**src/rtl/mdio_pkg.sv**
```systemverilog
package mdio_pkg;
    localparam int CMD_W    = 32;
    localparam int RD_W     = 16;
    localparam int EVT_BIT  = 23;
    localparam logic [1:0] OP_RD   = 2'b10;
    localparam logic [1:0] SEL_CMD = 2'd0;
    localparam logic [1:0] SEL_EVT = 2'd1;
    localparam logic [1:0] SEL_DIV = 2'd2;
endpackage

```
**src/rtl/mdio_half_timer.sv**
```systemverilog
module mdio_half_timer #(
    parameter int DIV_W = 6
) (
    input  logic             clk,
    input  logic             rst_n,
    input  logic             run,
    input  logic [DIV_W-1:0] half,
    output logic             tick
);
    logic [DIV_W-1:0] cnt_d, cnt_q;

    always_comb begin
        tick  = run && (cnt_q == half - DIV_W'(1));
        cnt_d = cnt_q;
        if (!run || tick) cnt_d = '0;
        else              cnt_d = cnt_q + DIV_W'(1);
    end

    always_ff @(posedge clk or negedge rst_n) begin
        if (!rst_n) cnt_q <= '0;
        else        cnt_q <= cnt_d;
    end
endmodule

```
**src/rtl/mdio_frame_shifter.sv**
```systemverilog
module mdio_frame_shifter
    import mdio_pkg::*;
#(
    parameter int PRE_BITS = 32
) (
    input  logic             clk,
    input  logic             rst_n,
    input  logic             start,
    input  logic [CMD_W-1:0] cmd,
    input  logic             tick,
    input  logic             mdio_i,
    output logic             busy,
    output logic             done,
    output logic             done_rd,
    output logic [RD_W-1:0]  rx_data,
    output logic             mdc,
    output logic             mdio_o,
    output logic             mdio_oe
);
    localparam int FRAME = PRE_BITS + CMD_W;
    localparam int CW    = $clog2(FRAME + 1);
    localparam logic [CW-1:0] LAST     = CW'(FRAME - 1);
    localparam logic [CW-1:0] PRE_END  = CW'(PRE_BITS);
    localparam logic [CW-1:0] TA_FIRST = CW'(PRE_BITS + 14);
    localparam logic [CW-1:0] RX_FIRST = CW'(PRE_BITS + 16);

    typedef struct packed {
        logic             busy;
        logic             mdc;
        logic             rd;
        logic [CW-1:0]    cnt;
        logic [CMD_W-1:0] sh;
        logic [RD_W-1:0]  rx;
    } sh_t;

    sh_t s_d, s_q;

    always_comb begin
        s_d  = s_q;
        done = 1'b0;
        if (!s_q.busy) begin
            if (start) begin
                s_d.busy = 1'b1;
                s_d.mdc  = 1'b0;
                s_d.cnt  = '0;
                s_d.sh   = cmd;
                s_d.rd   = (cmd[29:28] == OP_RD);
                s_d.rx   = '0;
            end
        end else if (tick) begin
            if (!s_q.mdc) begin
                s_d.mdc = 1'b1;
                if (s_q.rd && s_q.cnt >= RX_FIRST)
                    s_d.rx = {s_q.rx[RD_W-2:0], mdio_i};
            end else begin
                s_d.mdc = 1'b0;
                if (s_q.cnt == LAST) begin
                    s_d.busy = 1'b0;
                    done     = 1'b1;
                end else begin
                    s_d.cnt = s_q.cnt + CW'(1);
                    if (s_q.cnt >= PRE_END)
                        s_d.sh = {s_q.sh[CMD_W-2:0], 1'b0};
                end
            end
        end
    end

    always_ff @(posedge clk or negedge rst_n) begin
        if (!rst_n) s_q <= '0;
        else        s_q <= s_d;
    end

    assign busy    = s_q.busy;
    assign done_rd = s_q.rd;
    assign rx_data = s_q.rx;
    assign mdc     = s_q.mdc;
    assign mdio_oe = s_q.busy && !(s_q.rd && s_q.cnt >= TA_FIRST);
    assign mdio_o  = s_q.busy && ((s_q.cnt < PRE_END) || s_q.sh[CMD_W-1]);

    // no clock and no drive while idle
    p_idle_quiet_r1: assert property (@(posedge clk) disable iff (!rst_n)
        !s_q.busy |-> (!mdc && !mdio_oe));
    // MDC only changes on a timer tick
    p_mdc_on_tick_r3: assert property (@(posedge clk) disable iff (!rst_n)
        (s_q.busy && !tick) |=> $stable(mdc));
endmodule

```
**src/rtl/mdio_frame_master.sv**
```systemverilog
module mdio_frame_master
    import mdio_pkg::*;
#(
    parameter int PRE_BITS = 32,
    parameter int DIV_W    = 6
) (
    input  logic        clk,
    input  logic        rst_n,
    input  logic        wr_en,
    input  logic [1:0]  wr_sel,
    input  logic [31:0] wr_data,
    input  logic        mdio_i,
    output logic [31:0] data_word,
    output logic [31:0] event_word,
    output logic        mdc,
    output logic        mdio_o,
    output logic        mdio_oe
);
    typedef struct packed {
        logic [CMD_W-1:0] data;
        logic             evt;
        logic [DIV_W-1:0] div;
    } reg_t;

    reg_t r_d, r_q;

    logic             busy, done, done_rd, tick, start;
    logic [RD_W-1:0]  rx_data;
    logic [DIV_W-1:0] half;

    always_comb begin
        r_d   = r_q;
        start = wr_en && (wr_sel == SEL_CMD) && !busy;
        half  = (r_q.div == '0) ? DIV_W'(1) : r_q.div;
        if (start)
            r_d.data = wr_data;
        else if (done && done_rd)
            r_d.data = {r_q.data[CMD_W-1:RD_W], rx_data};
        if (wr_en && wr_sel == SEL_DIV)
            r_d.div = wr_data[DIV_W:1];
        if (done)
            r_d.evt = 1'b1;
        else if (wr_en && wr_sel == SEL_EVT && wr_data[EVT_BIT])
            r_d.evt = 1'b0;
    end

    always_ff @(posedge clk or negedge rst_n) begin
        if (!rst_n) r_q <= '0;
        else        r_q <= r_d;
    end

    mdio_half_timer #(.DIV_W(DIV_W)) u_timer (
        .clk(clk), .rst_n(rst_n), .run(busy), .half(half), .tick(tick)
    );

    mdio_frame_shifter #(.PRE_BITS(PRE_BITS)) u_shift (
        .clk(clk), .rst_n(rst_n), .start(start), .cmd(wr_data),
        .tick(tick), .mdio_i(mdio_i), .busy(busy), .done(done),
        .done_rd(done_rd), .rx_data(rx_data), .mdc(mdc),
        .mdio_o(mdio_o), .mdio_oe(mdio_oe)
    );

    assign data_word  = r_q.data;
    assign event_word = 32'(r_q.evt) << EVT_BIT;

    // completion raises the event flag
    p_done_sets_event_r6: assert property (@(posedge clk) disable iff (!rst_n)
        done |=> event_word[EVT_BIT]);
    // a write of one clears the flag when no completion competes
    p_w1c_clears_r7: assert property (@(posedge clk) disable iff (!rst_n)
        (wr_en && wr_sel == SEL_EVT && wr_data[EVT_BIT] && !done) |=> !event_word[EVT_BIT]);
    // command writes during a frame do not reach the stored word
    p_busy_ignore_r8: assert property (@(posedge clk) disable iff (!rst_n)
        (busy && wr_en && wr_sel == SEL_CMD) |=> $stable(data_word[31:16]));
endmodule

```
**config.mk**
```make
export PLATFORM = sky130hd
export DESIGN_NAME = mdio_frame_master
export DESIGN_NICKNAME = d
export VERILOG_FILES = /design/src/rtl/mdio_pkg.sv /design/src/rtl/mdio_half_timer.sv /design/src/rtl/mdio_frame_shifter.sv /design/src/rtl/mdio_frame_master.sv
export SDC_FILE = /design/constraint.sdc
export NUM_CORES = 1
export LEC_CHECK = 0
export BUFFER_PORTS_ARGS = -buffer_cell sky130_fd_sc_hd__buf_2
export CELL_PAD_IN_SITES_DETAIL_PLACEMENT = 0
export CELL_PAD_IN_SITES_GLOBAL_PLACEMENT = 1
export CORE_MARGIN = 2
export CORE_UTILIZATION = 34
export DETAILED_ROUTE_END_ITERATION = 7
export MAX_ROUTING_LAYER = met4
export PLACE_DENSITY = 0.7
export RECOVER_POWER = 25
export REMOVE_ABC_BUFFERS = 1
export SYNTH_ARGS = -nofsm -noshare
export SYNTH_HDL_FRONTEND = slang
export SYNTH_SLANG_ARGS = --single-unit
```
**constraint.sdc**
```tcl
create_clock -name clk -period 4.2 [get_ports clk]
set_input_delay 0.42 -clock clk [delete_from_list [all_inputs] [get_ports clk]]
set_output_delay 0.42 -clock clk [all_outputs]
set_load 0.005 [all_outputs]
```
# Word level (Yosys, flattened, before mapping)
# Cells that the tools add are included.
[word_totals]
inputBits = 38
memories = 0
wordCells = 78
mem_bits_rw = 0
regBits = 103
latchBits = 0
output_inout_bits = 67
mem_bits_ro = 0
[classes]
shift = 0
n_addsub = 3
div_mod_pow = 0
muxes = 23
bitwise = 1
mul = 0
reduce_logical = 25
order_cmp = 4
eq_ne = 11
[ops]
columns = ["op", "n"]
rows = [
  ["2-to-1 mux 55 bit", 2],
  ["2-to-1 mux 39 bit", 2],
  ["2-to-1 mux 32 bit", 2],
  ["2-to-1 mux 58 bit", 1],
  ["2-to-1 mux 16 bit", 3],
  ["greater-or-equal comparator 7 x 6 -> 1 bit, second input constant", 3],
  ["2-to-1 mux 6 bit", 2],
  ["!= test 2 bit, second input constant", 6],
  ["logical AND 1 bit", 11],
  ["2-to-1 mux 1 bit", 9],
  ["AND reduction 4 bit", 2],
  ["adder 7 x 1 -> 7 bit, second input constant", 1],
  ["equality test 7 x 6 -> 1 bit, second input constant", 1],
  ["less-than comparator 7 x 6 -> 1 bit, second input constant", 1],
  ["adder 6 x 1 -> 6 bit, second input constant", 1],
  ["equality test 6 bit", 1],
  ["zero test 6 bit", 1],
  ["nonzero test 2 bit", 3],
  ["subtractor 6 x 1 -> 6 bit, second input constant", 1],
  ["AND reduction 5 bit", 1],
  ["equality test 2 bit, second input constant", 2],
  ["2-to-1 mux 2 bit", 2],
  ["AND reduction 2 bit", 2],
  ["equality test 2 x 1 -> 1 bit, second input constant", 1],
  ["4 further kinds", 6],
]

# Depth between registers and ports, before layout
# Gate-level depths: netlist of the first run.
[logic_depth]
depth_word = 10
ltp_mapped = 12
ltp_nobuf = 10

# Cells and area by module
# A second synthesis of the first run with hierarchy kept.
[unflattened]
hier_cells = 523
hier_area_um2 = 5402.7
[by_module_without_submodules]
columns = ["module", "area_per_inst_um2", "cells_each", "seq_area_each_um2", "instances"]
rows = [
  ["mdio_frame_shifter", 2822.7, 286, 1451.4, 1],
  ["mdio_frame_master", 2138.3, 192, 975.9, 1],
  ["mdio_half_timer", 441.7, 45, 150.1, 1],
]

# Worst setup path after synthesis of the first run
# No wires, ideal clock.
[synth_timing]
kind = "register -> register"
from = "reg r_q[2] (netlist name)"
to = "reg u_shift.s_q[17] (netlist name)"
n_path_buf = 1
t_arrival_ns = 3.040
path_slack_ns = 1.029
synth_period_minus_slack_ns = 3.171
setup_ns = 0.131
stages_incl_launch_ff = 12
required_ns = 4.069
cell_sequence = "dfrtp_1 > or4_4 > o21bai_2 > inv_1 > ha_1 > xor3_1 > nor2_1 > o211ai_2 > or4_1 > buf_2 > o211a_1 > or3_1"
[synth_via]
elab_chain_len = 7
[synth_rtl]
columns = ["item", "line_no", "text"]
rows = [
  ["start: declaration", "mdio_frame_master.sv:25", "reg_t r_d, r_q;"],
  ["start signal: assignment", "mdio_frame_master.sv:49", "else r_q <= r_d;"],
  ["zero test 6 bit", "mdio_frame_master.sv:34", "half = (r_q.div == '0) ? DIV_W'(1) : r_q.div;"],
  ["2-to-1 mux 6 bit (*)", "mdio_frame_master.sv:34", ""],
  ["subtractor 6 x 1 -> 6 bit (*)", "mdio_half_timer.sv:13", "tick = run && (cnt_q == half - DIV_W'(1));"],
  ["equality test 6 bit (*)", "mdio_half_timer.sv:13", ""],
  ["logical AND 1 bit (*)", "mdio_half_timer.sv:13", ""],
  ["!= test 2 bit (no line) (*)", "-", ""],
  ["AND reduction 5 bit (no line) (*)", "-", ""],
  ["end signal: assignment", "mdio_frame_shifter.sv:70", "if (!rst_n) s_q <= '0;"],
  ["end signal: assignment", "mdio_frame_shifter.sv:71", "else s_q <= s_d;"],
  ["end: declaration", "mdio_frame_shifter.sv:36", "sh_t s_d, s_q;"],
]
# Mark *: on every way between the ends. The rest lies on a longest branch, timed or not.
# A chain may end at the register's enable or synchronous reset.

# Final worst setup path of the first run
[layout_timing]
from = "reg r_q[2] (netlist name)"
to = "reg u_shift.s_q[31] (netlist name)"
# The elaborated chain is that of the path after synthesis.

==> metrics.csv, run 1 <==
stage,metric,value,unit
logic_synthesis,Area contributors post-synth,"dfrtp_1 (49%), nand2_1 (11%), o211ai_1 (9.6%)",
clock_tree,"Clk pin slew, worst setup/hold paths",0.06,ns
sta,clk_skew,0.0103,ns
grt,antenna violations before repair,0,
sta,Tcrit/Tclk final,0.888,
logic_synthesis,ys flop type,dfrtp_1,
clock_tree,Num Clock Sinks,103,
drt,WL final,11.7,mm
grt,largest net degree at the start of global routing,73,
sta,max-slew violation count,73,
drt,via count,3876,
floorplan,area of the core,15100,µm²
logic_synthesis,top cell type's share of synthesized area,0.494,
floorplan,num rows,45,
sta,fmax,268,MHz
logic_synthesis,number of synthesized register bits,103,
logic_synthesis,"EDFF count, synth",0,
logic_synthesis,largest family of logic cells by synthesized area,simple AND/OR/NAND/NOR gates,
clock_tree,Worst-Skew Late Latency,0.35,ns
drt,Iteration-0 DRC Markers,248,
logic_synthesis,cell count after synthesis,565,
logic_synthesis,Netlist cell types,49,
pwr,Worst VDD drop,0.198,mV
cells_and_area,"commonest non-fill, non-tap cell in the layout",nand2_1,
drt,vias per inst,4.98,
pwr,power per cell area,595,nW/µm²
logic_synthesis,dominant cell type by area after synthesis,dfrtp_1,
floorplan,Initial Util,0.346,
clock_tree,post-cts resize count,0,
floorplan,chip width,128,µm
logic_synthesis,YS warnings,0,
setup_path,Critical Path Fanout Max,52,
run_status,outcome,finished with violations,
grt,GRT Residual Overflow,0,
placed_design,"worst slack, placed",0.488,ns
floorplan,Die H,128,µm
worst_hold_path,hold path depth,3,
logic_synthesis,post-synthesis compound-gate area fraction,0.144,
sta,setup TNS,0,ns
logic_synthesis,Synth Area in Simple Gates,0.191,
logic_synthesis,Synth Area in XOR/XNOR,0.0197,
cells_and_area,Layout Nets,628,
drt,routed len/inst,15.1,µm
drt,DRC Markers,0,
sta,Slew @ Worst Pin,1.86,ns
logic_synthesis,Post-Synth Adder-Cell Area,0.00959,
worst_hold_path,Worst Hold Class,in -> reg,
clock_tree,CTS tree,done,
logic_synthesis,sequential-to-total area share from yosys stat,0.494,
cells_and_area,layout cells sized above 1,0.192,
grt,overall global routing resource usage,0.154,
drt,antenna violation net count after detailed routing,0,
placed_design,DPL Wire Length,7.88,mm
cells_and_area,final core utilization,0.378,
sta,setup violators final,0,
floorplan,die area,16400,µm²
clock_tree,"Setup Fix Bufs, Post-CTS",0,
cells_and_area,Syn-to-layout area delta,9.25,%
sta,RSZ-0062 raised after global routing,no,
pwr,Power Total,3400,µW
setup_path,crit path launch type,flip-flop,
cells_and_area,ant diodes,0,
setup_path,R2R Setup Slk,0.47,ns
drt,1st-pass router iterations,5,
pwr,leak pwr,0.00271,µW
sta,post-layout min period,3.73,ns
clock_tree,CTS buffer count,9,
logic_synthesis,Syn Area/Cell,9.24,µm²
logic_synthesis,Synth async-reset ratio,1.00,
setup_path,kind of critical path,reg -> reg,
setup_path,Crit. End Element,flip-flop,
setup_path,Worst Path Required,4.48,ns
placed_design,port bufs,73,
sta,Final Worst Setup Slack,0.472,ns
sta,worst rel slew slack,-0.242,
flow_run,max_cap viols,1,
clock_tree,hold buffer count at cts,0,
grt,vias in the first global route,3827,
placed_design,global placement routability congestion,0.850,
clock_tree,CTS root buf,clkbuf_16,
worst_hold_path,hold_sp,mdio_i,
setup_path,R2R depth,11,
run_status,violated checks,"max-capacitance violations, max-slew violations",
clock_tree,H-tree lvl count,3,
clock_tree,CTS Buffer Depth,2,
worst_hold_path,hold path endpoint,u_shift.rx_data[0]$_DFFE_PN0P_,
logic_synthesis,mux cell area share after synthesis,0.0192,
floorplan,IO Pins,105,
setup_path,Worst EP arrival,4.01,ns
sta,final hold vios,0,
setup_path,worst r2r src,r_q[2]$_DFFE_PN0P_,
grt,first-pass GRT wire length,19.4,mm
cells_and_area,most frequent cells in the layout,"nand2_1 (149), dfrtp_1 (102), buf_2 (72)",
setup_path,R2R Path End,u_shift.s_q[31]$_DFFE_PN0P_,
logic_synthesis,Synth Cell Area,5220,µm²
cells_and_area,FILL cells,1509,
[worst max-delay path, stage by stage (launching register included)]
cell and delay, ns:
dfrtp_1 0.44, or4_4 0.54, o21bai_2 0.21, inv_1 0.07, ha_1 0.21, xor3_1 0.35
nor2_1 0.14, o211ai_2 0.19, or4_2 0.86, buf_12 0.25, or2_2 0.32, nand3_1 0.08
[how the worst max path moves through the flow]
| stage | end | slack (ns) | cells past startpoint | from |
|---|---|---|---|---|
| final | u_shift.s_q[31]$_DFFE_PN0P_ | 0.47 | 11 | r_q[2]$_DFFE_PN0P_ |
| after global routing | u_shift.s_q[31]$_DFFE_PN0P_ | 0.31 | 11 | r_q[2]$_DFFE_PN0P_ |
| after CTS | u_shift.s_q[31]$_DFFE_PN0P_ | 0.47 | 11 | r_q[2]$_DFFE_PN0P_ |
| after detailed placement | u_shift.s_q[31]$_DFFE_PN0P_ | 0.49 | 11 | r_q[2]$_DFFE_PN0P_ |
| after global placement | u_shift.s_q[31]$_DFFE_PN0P_ | 0.62 | 11 | r_q[2]$_DFFE_PN0P_ |
| after floorplan | u_shift.rx_data[0]$_DFFE_PN0P_ | -0.31 | 9 | r_q[2]$_DFFE_PN0P_ |
[kinds of logic after synthesis]
family	after synthesis
AOI/OAI and AO/OA	105
xor gates and xnor gates	10
adders and majority gates	4
buffers and inverters	105
DFF	103
muxes	9
other	1
and+or+nand+nor	228
[metal layers]
layer | global-route usage | share of wire | vias to the layer above
met5 | - | 0 | -
met4 | 0.0601 | 0.020 | 0
met3 | 0.0288 | 0.041 | 19
met2 | 0.235 | 0.45 | 91
met1 | 0.204 | 0.49 | 1866
li1 | - | - | 1900
[layout make-up]
type | count | area (µm²) | share of cell area
inverters | 6 | 22.5 | 0.00395
clock inverters | 3 | 68.8 | 0.0121
repair buffers | 79 | 423 | 0.0741
clock buffers | 12 | 246 | 0.0432
multi-input cells | 387 | 2130 | 0.373
well taps | 188 | 235 | 0.0412
flip-flops and latches | 103 | 2580 | 0.452
[per-stage QoR]
step	instance area (µm²)	hold WS, ns	std cells
2_1_floorplan	4720	0.124	496
3_3_place_gp	5390	0.455	763
3_5_place_dp	5390	0.459	763
4_1_cts	5710	0.260	778
5_1_grt	5700	0.301	778
6_report	5700	0.287	778
[power by group]
group | leakage (µW) | internal [µW] | total, µW | switching [µW]
registers | 0.00118 | 1310 | 1540 | 231
logic | 0.00139 | 459 | 952 | 493
clock network | 0.000153 | 537 | 903 | 365
total | 0.00271 | 2310 | 3400 | 1090
[synthesized netlist by cell type, types with 2 or more instances]
master and count:
nand2_1 149, dfrtp_1 103, o211ai_1 67, buf_4 64, nand3_1 31, clkbuf_1 25
o21ai_0 18, nor2_1 16, mux2_2 8, buf_1 6, inv_1 6, xnor2_1 6
a21oi_1 5, or3_1 5, buf_2 4, ha_1 4, nand2b_1 3, nor3_1 3
nor4_1 3, or4_1 3, xor2_1 3, and2_1 2, nand3b_1 2, nand4_1 2
o41ai_1 2, or3b_2 2
[state kept, by name, indices dropped and copies added (netlist names)]
register         cells
u_shift.s_q         39
data_word           32
u_shift.rx_data     16
r_q                  6
u_timer.cnt_q        6
event_word           1
u_shift.busy         1
u_shift.done_rd      1
u_shift.mdc          1
Power figures use the tool's default switching activity.
==> run 2, diff against run 1 <==
Settings changed: ABC_AREA from default to 1, CELL_PAD_IN_SITES_DETAIL_PLACEMENT 0 to default, CELL_PAD_IN_SITES_GLOBAL_PLACEMENT 1 to default, CORE_UTILIZATION 34 to 45.
==> run 2 against run 1 <==
The flow still finishes with violations (max-capacitance violations, max-slew violations). Synthesized cell count increased by 26%. Die area shrank 20%. First-iteration DRC count rose by 43%. Utilization up 12 points. Clock skew fell by 0.0026 ns. Non-clock buffer count fell by 1. Sequential power hardly changed. Worst setup slack better by 0.68 ns. Sequential share of layout area fell by 1.6 points. Fmax is 22% higher. Clock power up 7.0%. Power shrank 2.4%.
==> metrics.csv, run 2 <==
stage,metric,value,unit,change
drt,antenna violation net count after detailed routing,0,,unchanged
clock_tree,H-tree lvl count,3,,unchanged
logic_synthesis,sequential-to-total area share from yosys stat,0.468,,-0.0253
floorplan,Initial Util,0.460,,+0.114
pwr,internal power,2220,µW,-3.9%
clock_tree,CTS Buffer Depth,2,,unchanged
run_status,violated checks,"max-capacitance violations, max-slew violations",,
clock_tree,CTS buffer count,9,,unchanged
floorplan,area of the core,12000,µm²,-21%
cells_and_area,Syn-to-layout area delta,7.37,%,
floorplan,die area,13100,µm²,-20%
clock_tree,CTS tree,done,,
clock_tree,post-cts resize count,0,,unchanged
logic_synthesis,Area contributors post-synth,"dfrtp_1 (47%), nand2_1 (22%), buf_4 (8.9%)",,
logic_synthesis,Synth async-reset ratio,1.00,,unchanged
sta,post-layout min period,3.05,ns,-0.675 ns
setup_path,Worst EP arrival,3.29,ns,-0.72 ns
setup_path,Worst Path Required,4.43,ns,-0.05 ns
logic_synthesis,"EDFF count, synth",0,,unchanged
sta,fmax,328,MHz,+22%
clock_tree,"Setup Fix Bufs, Post-CTS",0,,unchanged
cells_and_area,max FFs per register,39,,unchanged
floorplan,IO Pins,105,,unchanged
sta,worst rel slew slack,-0.262,,-0.0195
grt,vias in the first global route,4165,,+8.8%
pwr,Worst VDD drop,0.233,mV,+18%
floorplan,num rows,40,,-11%
pwr,clock network power share,0.292,,+0.026
cells_and_area,layout cells sized above 1,0.157,,-0.0346
run_status,outcome,finished with violations,,
setup_path,kind of critical path,reg -> reg,,
drt,via count,4423,,+14%
cells_and_area,FILL cells,1142,,-24%
sta,final hold vios,0,,unchanged
sta,setup TNS,0,ns,unchanged
logic_synthesis,top cell type's share of synthesized area,0.468,,-0.0253
flow_run,max_cap viols,1,,unchanged
placed_design,global placement routability congestion,0.824,,-3.0%
pwr,Sw Share,0.331,,+0.0106
sta,Slew @ Worst Pin,1.89,ns,+0.0292 ns
cells_and_area,Layout Nets,776,,+24%
setup_path,Critical Path Fanout Max,23,,-56%
sta,Tcrit/Tclk final,0.727,,-0.161
pwr,combinational power share,0.249,,-0.031
logic_synthesis,cell count after synthesis,711,,+26%
pwr,Power Total,3310,µW,-2.4%
logic_synthesis,most frequent cell after synthesis,nand2_1,,
grt,largest net degree at the start of global routing,75,,+2.7%
pwr,switching power,1100,µW,+0.84%
pwr,power per cell area,561,nW/µm²,-5.8%
sta,RSZ-0062 raised after global routing,no,,
clock_tree,Worst-Skew Late Latency,0.35,ns,about the same
placed_design,DPL Wire Length,7.81,mm,-0.81%
grt,antenna violations before repair,0,,unchanged
floorplan,Die H,115,µm,-10%
drt,DRC Markers,0,,unchanged
logic_synthesis,Synth Cell Area,5500,µm²,+5.4%
logic_synthesis,ys flop type,dfrtp_1,,
setup_path,Crit. End Element,flip-flop,,
clock_tree,hold buffer count at cts,0,,unchanged
drt,WL final,11.9,mm,+1.2%
drt,Iteration-0 DRC Markers,355,,+43%
clock_tree,Num Clock Sinks,103,,unchanged
pwr,leak pwr,0.00337,µW,+24%
logic_synthesis,YS warnings,0,,unchanged
cells_and_area,"commonest non-fill, non-tap cell in the layout",nand2_1,,
cells_and_area,Post-Layout Cell Count,886,,+14%
sta,clk_skew,0.00773,ns,-0.00257 ns
sta,max-slew violation count,75,,+2.7%
cells_and_area,area of the multi-input gates,2280,µm²,+7.3%
setup_path,crit path launch type,flip-flop,,
grt,overall global routing resource usage,0.196,,+0.0416
clock_tree,"Clk pin slew, worst setup/hold paths",0.07,ns,about the same
logic_synthesis,dominant cell type by area after synthesis,dfrtp_1,,
logic_synthesis,Syn Area/Cell,7.74,µm²,-16%
pwr,Sequential Power Share,0.459,,+0.005
placed_design,port bufs,73,,unchanged
drt,vias per inst,4.99,,+0.20%
cells_and_area,ant diodes,0,,unchanged
worst_hold_path,Worst Hold Class,in -> reg,,
clock_tree,CTS root buf,clkbuf_16,,
placed_design,Placed Cells,870,,+14%
drt,1st-pass router iterations,4,,-1
logic_synthesis,number of synthesized register bits,103,,unchanged
cells_and_area,most frequent cells in the layout,"nand2_1 (322), dfrtp_1 (102), buf_2 (72)",,
drt,routed len/inst,13.4,µm,-11%
cells_and_area,Reg area,2580,µm²,unchanged
logic_synthesis,Netlist cell types,34,,-31%
cells_and_area,largest register by flop count,u_shift.s_q,,
grt,GRT Residual Overflow,0,,unchanged
grt,first-pass GRT wire length,20.0,mm,+3.3%
floorplan,chip width,115,µm,-10%
logic_synthesis,synth cell count leaders,"nand2_1 (322), dfrtp_1 (103), nand3_1 (67), buf_4 (65), inv_1 (26)",,
sta,setup violators final,0,,unchanged
-- run 2: cell types whose count changed after synthesis, sizes merged, moves of 4 or more --
cell / previous run / this run
clkbuf: 25 / 7
inv: 6 / 29
mux2: 8 / 1
nor2: 16 / 26
nand4: 2 / 19
nand2: 149 / 327
o21ai: 19 / 8
o211ai: 68 / 0
nand3: 31 / 69
or3: 5 / 0
buf: 74 / 89
or4: 4 / 0
-- run 2: power by group through the flow --
| stage | sequential, µW | clock [µW] | combinational [µW] |
|---|---|---|---|
| 2_1_floorplan | 1490 | 0 | 514 |
| 3_3_place_gp | 1520 | 0 | 810 |
| 3_5_place_dp | 1530 | 0 | 837 |
| 4_1_cts | 1520 | 978 | 841 |
| 5_1_grt | 1570 | 1020 | 962 |
| 6_report | 1520 | 966 | 826 |
-- run 2: layout make-up --
| cell class | instances | area share |
|---|---|---|
| sequential | 103 | 0.436 |
| multi-input combinational | 513 | 0.387 |
| timing repair buffer | 78 | 0.0682 |
| clock buffer | 9 | 0.0381 |
| tap | 147 | 0.0311 |
| clock inverter | 7 | 0.0205 |
| inverter | 29 | 0.0188 |
-- run 2: worst paths after layout --
path                                                   endpoint  cells past startpoint                        start  slack (ns)
worst max-delay path            u_shift.rx_data[12]$_DFFE_PN0P_                     18           r_q[2]$_DFFE_PN0P_        1.15
min in group asynchronous                u_shift.busy$_DFF_PN0_                      1                        rst_n        0.58
worst min-delay path                u_shift.done_rd$_DFFE_PN0P_                      2                  wr_data[28]        0.28
max in group asynchronous             data_word[22]$_DFFE_PN0P_                      2                        rst_n        2.35
worst min register to register      u_shift.s_q[16]$_DFFE_PN0P_                      2  u_shift.s_q[16]$_DFFE_PN0P_        0.47
worst max register to register  u_shift.rx_data[12]$_DFFE_PN0P_                     18           r_q[2]$_DFFE_PN0P_        1.15
-- run 2: cell families (layout without fill, tap and decap cells) --
family	after synthesis	count (layout)	share of synthesized area
adder cells (fa/ha/maj)	4	4	0.00910
AO/OA/AOI/OAI	19	19	0.0214
XOR/XNOR	10	10	0.0159
AND/OR/NAND/NOR	448	448	0.345
other	1	31	0.000681
flip-flops	103	103	0.468
multiplexers	1	1	0.00205
buffers and inverters	125	123	0.138
-- run 2: per-layer routing --
layer  share of wire  global-route usage  vias up
met4           0.011              0.0537        0
li1                -                   -     2193
met5               0                   -        -
met2            0.47               0.315      120
met3           0.051              0.0286       11
met1            0.47               0.259     2099
-- run 2: worst max-delay path, stage by stage, from the launching register on --
cell	delay, ns
dfrtp_1	0.44
nor2_4	0.14
nand3_2	0.12
nand2_1	0.10
inv_1	0.05
ha_1	0.23
inv_1	0.08
nand2_1	0.05
nand3_1	0.08
nand2_1	0.05
inv_1	0.04
nand3_1	0.08
nor2_2	0.19
nand3_2	0.13
nand2_2	0.40
buf_4	0.32
nand2_2	0.22
nand2_1	0.15
nand2_1	0.07
-- run 2: stage by stage --
step | util | worst slack (ns) | area [µm²] | hold slack, ns
after floorplan | - | 0.419 | 4970 | 0.124
after global placement | 0.465 | 1.25 | 5560 | 0.454
after detailed placement | 0.465 | 1.13 | 5560 | 0.459
after CTS | 0.494 | 1.13 | 5910 | 0.272
after global routing | 0.494 | 0.811 | 5910 | 0.296
final | 0.494 | 1.15 | 5910 | 0.277
==> run 3, diff against run 2 <==
Clock period 4.2 ns to 2.86 ns, I/O delays scaled along.
==> run 3 against run 2 <==
The flow now finishes without violations. Sequential share of layout area fell by 0.10 points. Non-clock buffer count rose by 6. Hold slack got worse by 0.13 ns. Final cell count rose by 0.68%. Critical path depth did not move. Die area did not move. Critical path type unchanged. Largest power group unchanged.
==> metrics.csv, run 3 (synthesis results as in run 2) <==
stage,metric,value,unit,change
sta,worst rel slew slack,0.0336,,+0.295
pwr,combinational power share,0.273,,+0.024
pwr,clock network power share,0.266,,-0.026
sta,Tcrit/Tclk final,0.906,,+0.179
cells_and_area,"commonest non-fill, non-tap cell in the layout",nand2_1,,
sta,setup violators final,0,,unchanged
drt,routed len/inst,13.4,µm,-0.18%
drt,DRC Markers,0,,unchanged
clock_tree,CTS root buf,clkbuf_16,,
cells_and_area,final core utilization,0.495,,+0.00115
clock_tree,Num Clock Sinks,103,,unchanged
grt,largest net degree at the start of global routing,59,,-21%
drt,via count,4475,,+1.2%
drt,vias per inst,5.02,,+0.50%
placed_design,"worst slack, placed",0.178,ns,-0.955 ns
sta,RSZ-0062 raised after global routing,no,,
pwr,switching power,1600,µW,+45%
pwr,leak pwr,0.00338,µW,+0.41%
setup_path,Worst Path Required,3.10,ns,-1.33 ns
cells_and_area,FILL cells,1200,,+5.1%
clock_tree,"Clk pin slew, worst setup/hold paths",0.07,ns,about the same
grt,vias in the first global route,4264,,+2.4%
clock_tree,Worst-Skew Late Latency,0.35,ns,about the same
floorplan,Die H,115,µm,unchanged
clock_tree,CTS tree,done,,
sta,post-layout min period,2.59,ns,-0.461 ns
flow_run,max_cap viols,0,,-1
clock_tree,hold buffer count at cts,0,,unchanged
grt,GRT Residual Overflow,0,,unchanged
cells_and_area,ant diodes,0,,unchanged
setup_path,R2R depth,18,,unchanged
sta,final hold vios,0,,unchanged
setup_path,worst r2r src,r_q[3]$_DFFE_PN0P_,,
floorplan,IO Pins,105,,unchanged
placed_design,global placement routability congestion,0.774,,-6.1%
setup_path,Critical Path Fanout Max,21,,-8.7%
sta,clk_skew,0.00688,ns,-0.000850 ns
clock_tree,H-tree lvl count,3,,unchanged
cells_and_area,most frequent cells in the layout,"nand2_1 (322), dfrtp_1 (102), buf_2 (72)",,
drt,1st-pass router iterations,4,,unchanged
sta,Final Worst Setup Slack,0.268,ns,-0.879 ns
drt,Iteration-0 DRC Markers,262,,-26%
clock_tree,CTS Buffer Depth,2,,unchanged
drt,WL final,11.9,mm,+0.50%
cells_and_area,max FFs per register,39,,unchanged
worst_hold_path,Worst Hold Class,in -> reg,,
pwr,Sw Share,0.338,,+0.00684
sta,max-slew violation count,0,,-100%
cells_and_area,largest register by flop count,u_shift.s_q,,
placed_design,DPL Wire Length,8.22,mm,+5.1%
grt,antenna violations before repair,0,,unchanged
clock_tree,CTS buffer count,9,,unchanged
floorplan,Initial Util,0.460,,unchanged
cells_and_area,Syn-to-layout area delta,7.62,%,
pwr,internal power,3120,µW,+41%
grt,first-pass GRT wire length,20.2,mm,+0.93%
setup_path,kind of critical path,reg -> reg,,
drt,antenna violation net count after detailed routing,0,,unchanged
placed_design,Placed Cells,876,,+0.69%
floorplan,die area,13100,µm²,unchanged
floorplan,chip width,115,µm,unchanged
setup_path,crit path launch type,flip-flop,,
cells_and_area,Layout Nets,782,,+0.77%
pwr,Sequential Power Share,0.462,,+0.003
worst_hold_path,hold path depth,2,,unchanged
setup_path,Worst Setup SP,r_q[3]$_DFFE_PN0P_,,
sta,Slew @ Worst Pin,1.45,ns,-0.443 ns
cells_and_area,layout cells sized above 1,0.164,,+0.00679
grt,overall global routing resource usage,0.198,,+0.00296
floorplan,area of the core,12000,µm²,unchanged
setup_path,Crit. End Element,flip-flop,,
setup_path,Worst EP arrival,2.83,ns,-0.46 ns
pwr,Worst VDD drop,0.357,mV,+53%
pwr,power per cell area,796,nW/µm²,+42%
floorplan,num rows,40,,unchanged
placed_design,port bufs,73,,unchanged
run_status,outcome,completed,,
cells_and_area,Post-Layout Cell Count,892,,+0.68%
sta,fmax,386,MHz,+18%
worst_hold_path,hold_sp,wr_data[28],,
-- run 3: cell count changes in the layout (fill, tap and decap cells not counted), sizes merged --
cell and change:
clkbuf +2, bufinv -2, buf +5, clkinv +1
-- run 3: power by group through the flow --
stage,clock [µW],sequential (µW),combinational (µW)
2_1_floorplan,0,2190,756
3_5_place_dp,0,2190,1300
4_1_cts,1290,2180,1310
6_report,1250,2180,1290
5_1_grt,1350,2240,1490
3_3_place_gp,0,2180,1260
-- run 3: worst paths after layout --
path,end,slack [ns]
setup reg to reg,u_shift.s_q[49]$_DFFE_PN0P_,0.27
min in group asynchronous,data_word[7]$_DFFE_PN0P_,0.27
max in group asynchronous,data_word[22]$_DFFE_PN0P_,0.75
hold reg to reg,u_shift.s_q[18]$_DFFE_PN0P_,0.48
setup / recovery,u_shift.s_q[49]$_DFFE_PN0P_,0.27
hold / removal,u_shift.done_rd$_DFFE_PN0P_,0.14
-- run 3: area by class of cell --
type,instances,area (µm²),share of cell area
sequential,103,2580,0.435
multi-input combinational,513,2290,0.387
timing repair buffer,84,449,0.0759
clock buffer,10,239,0.0404
tap,147,184,0.0311
inverter,29,111,0.0188
clock inverter,6,70.1,0.0118
-- run 3: repair_timing --
item	4_1_cts	5_1_grt
setup buffers	0	0
gates resized for setup	0	2
setup endpoints to repair	0	20
-- run 3: per-layer routing --
metal	wire length, µm	vias to the layer above	track usage	share of wire
met4	130	0	0.0659	0.011
met1	5460	2127	0.266	0.46
met2	5660	142	0.307	0.47
li1	-	2193	-	-
met3	684	13	0.0360	0.057
met5	0	-	-	0
-- run 3: per-stage QoR --
| stage | hold WS, ns | TNS (ns) | power [µW] | instance area, µm² |
|---|---|---|---|---|
| 2_1_floorplan | -0.00959 | -58.58 | 2950 | 4970 |
| 3_3_place_gp | 0.407 | 0 | 3440 | 5620 |
| 3_5_place_dp | 0.410 | 0 | 3500 | 5620 |
| 4_1_cts | 0.0275 | 0 | 4780 | 5930 |
| 5_1_grt | 0.141 | 0 | 5080 | 5920 |
| 6_report | 0.142 | 0 | 4720 | 5920 |
-- run 3: critical path, stage by stage, from the launching register on --
cell and delay [ns]:
dfrtp_1 0.41, nor2_1 0.17, nand3_2 0.11, nand2_1 0.10
inv_1 0.05, ha_1 0.23, inv_1 0.08, nand2_1 0.06
nand3_1 0.08, nand2_1 0.05, inv_1 0.04, nand3_1 0.08
nor2_2 0.19, nand3_2 0.15, nand2_4 0.16, buf_6 0.23
nand2_2 0.14, nand2_1 0.10, nand2_1 0.05
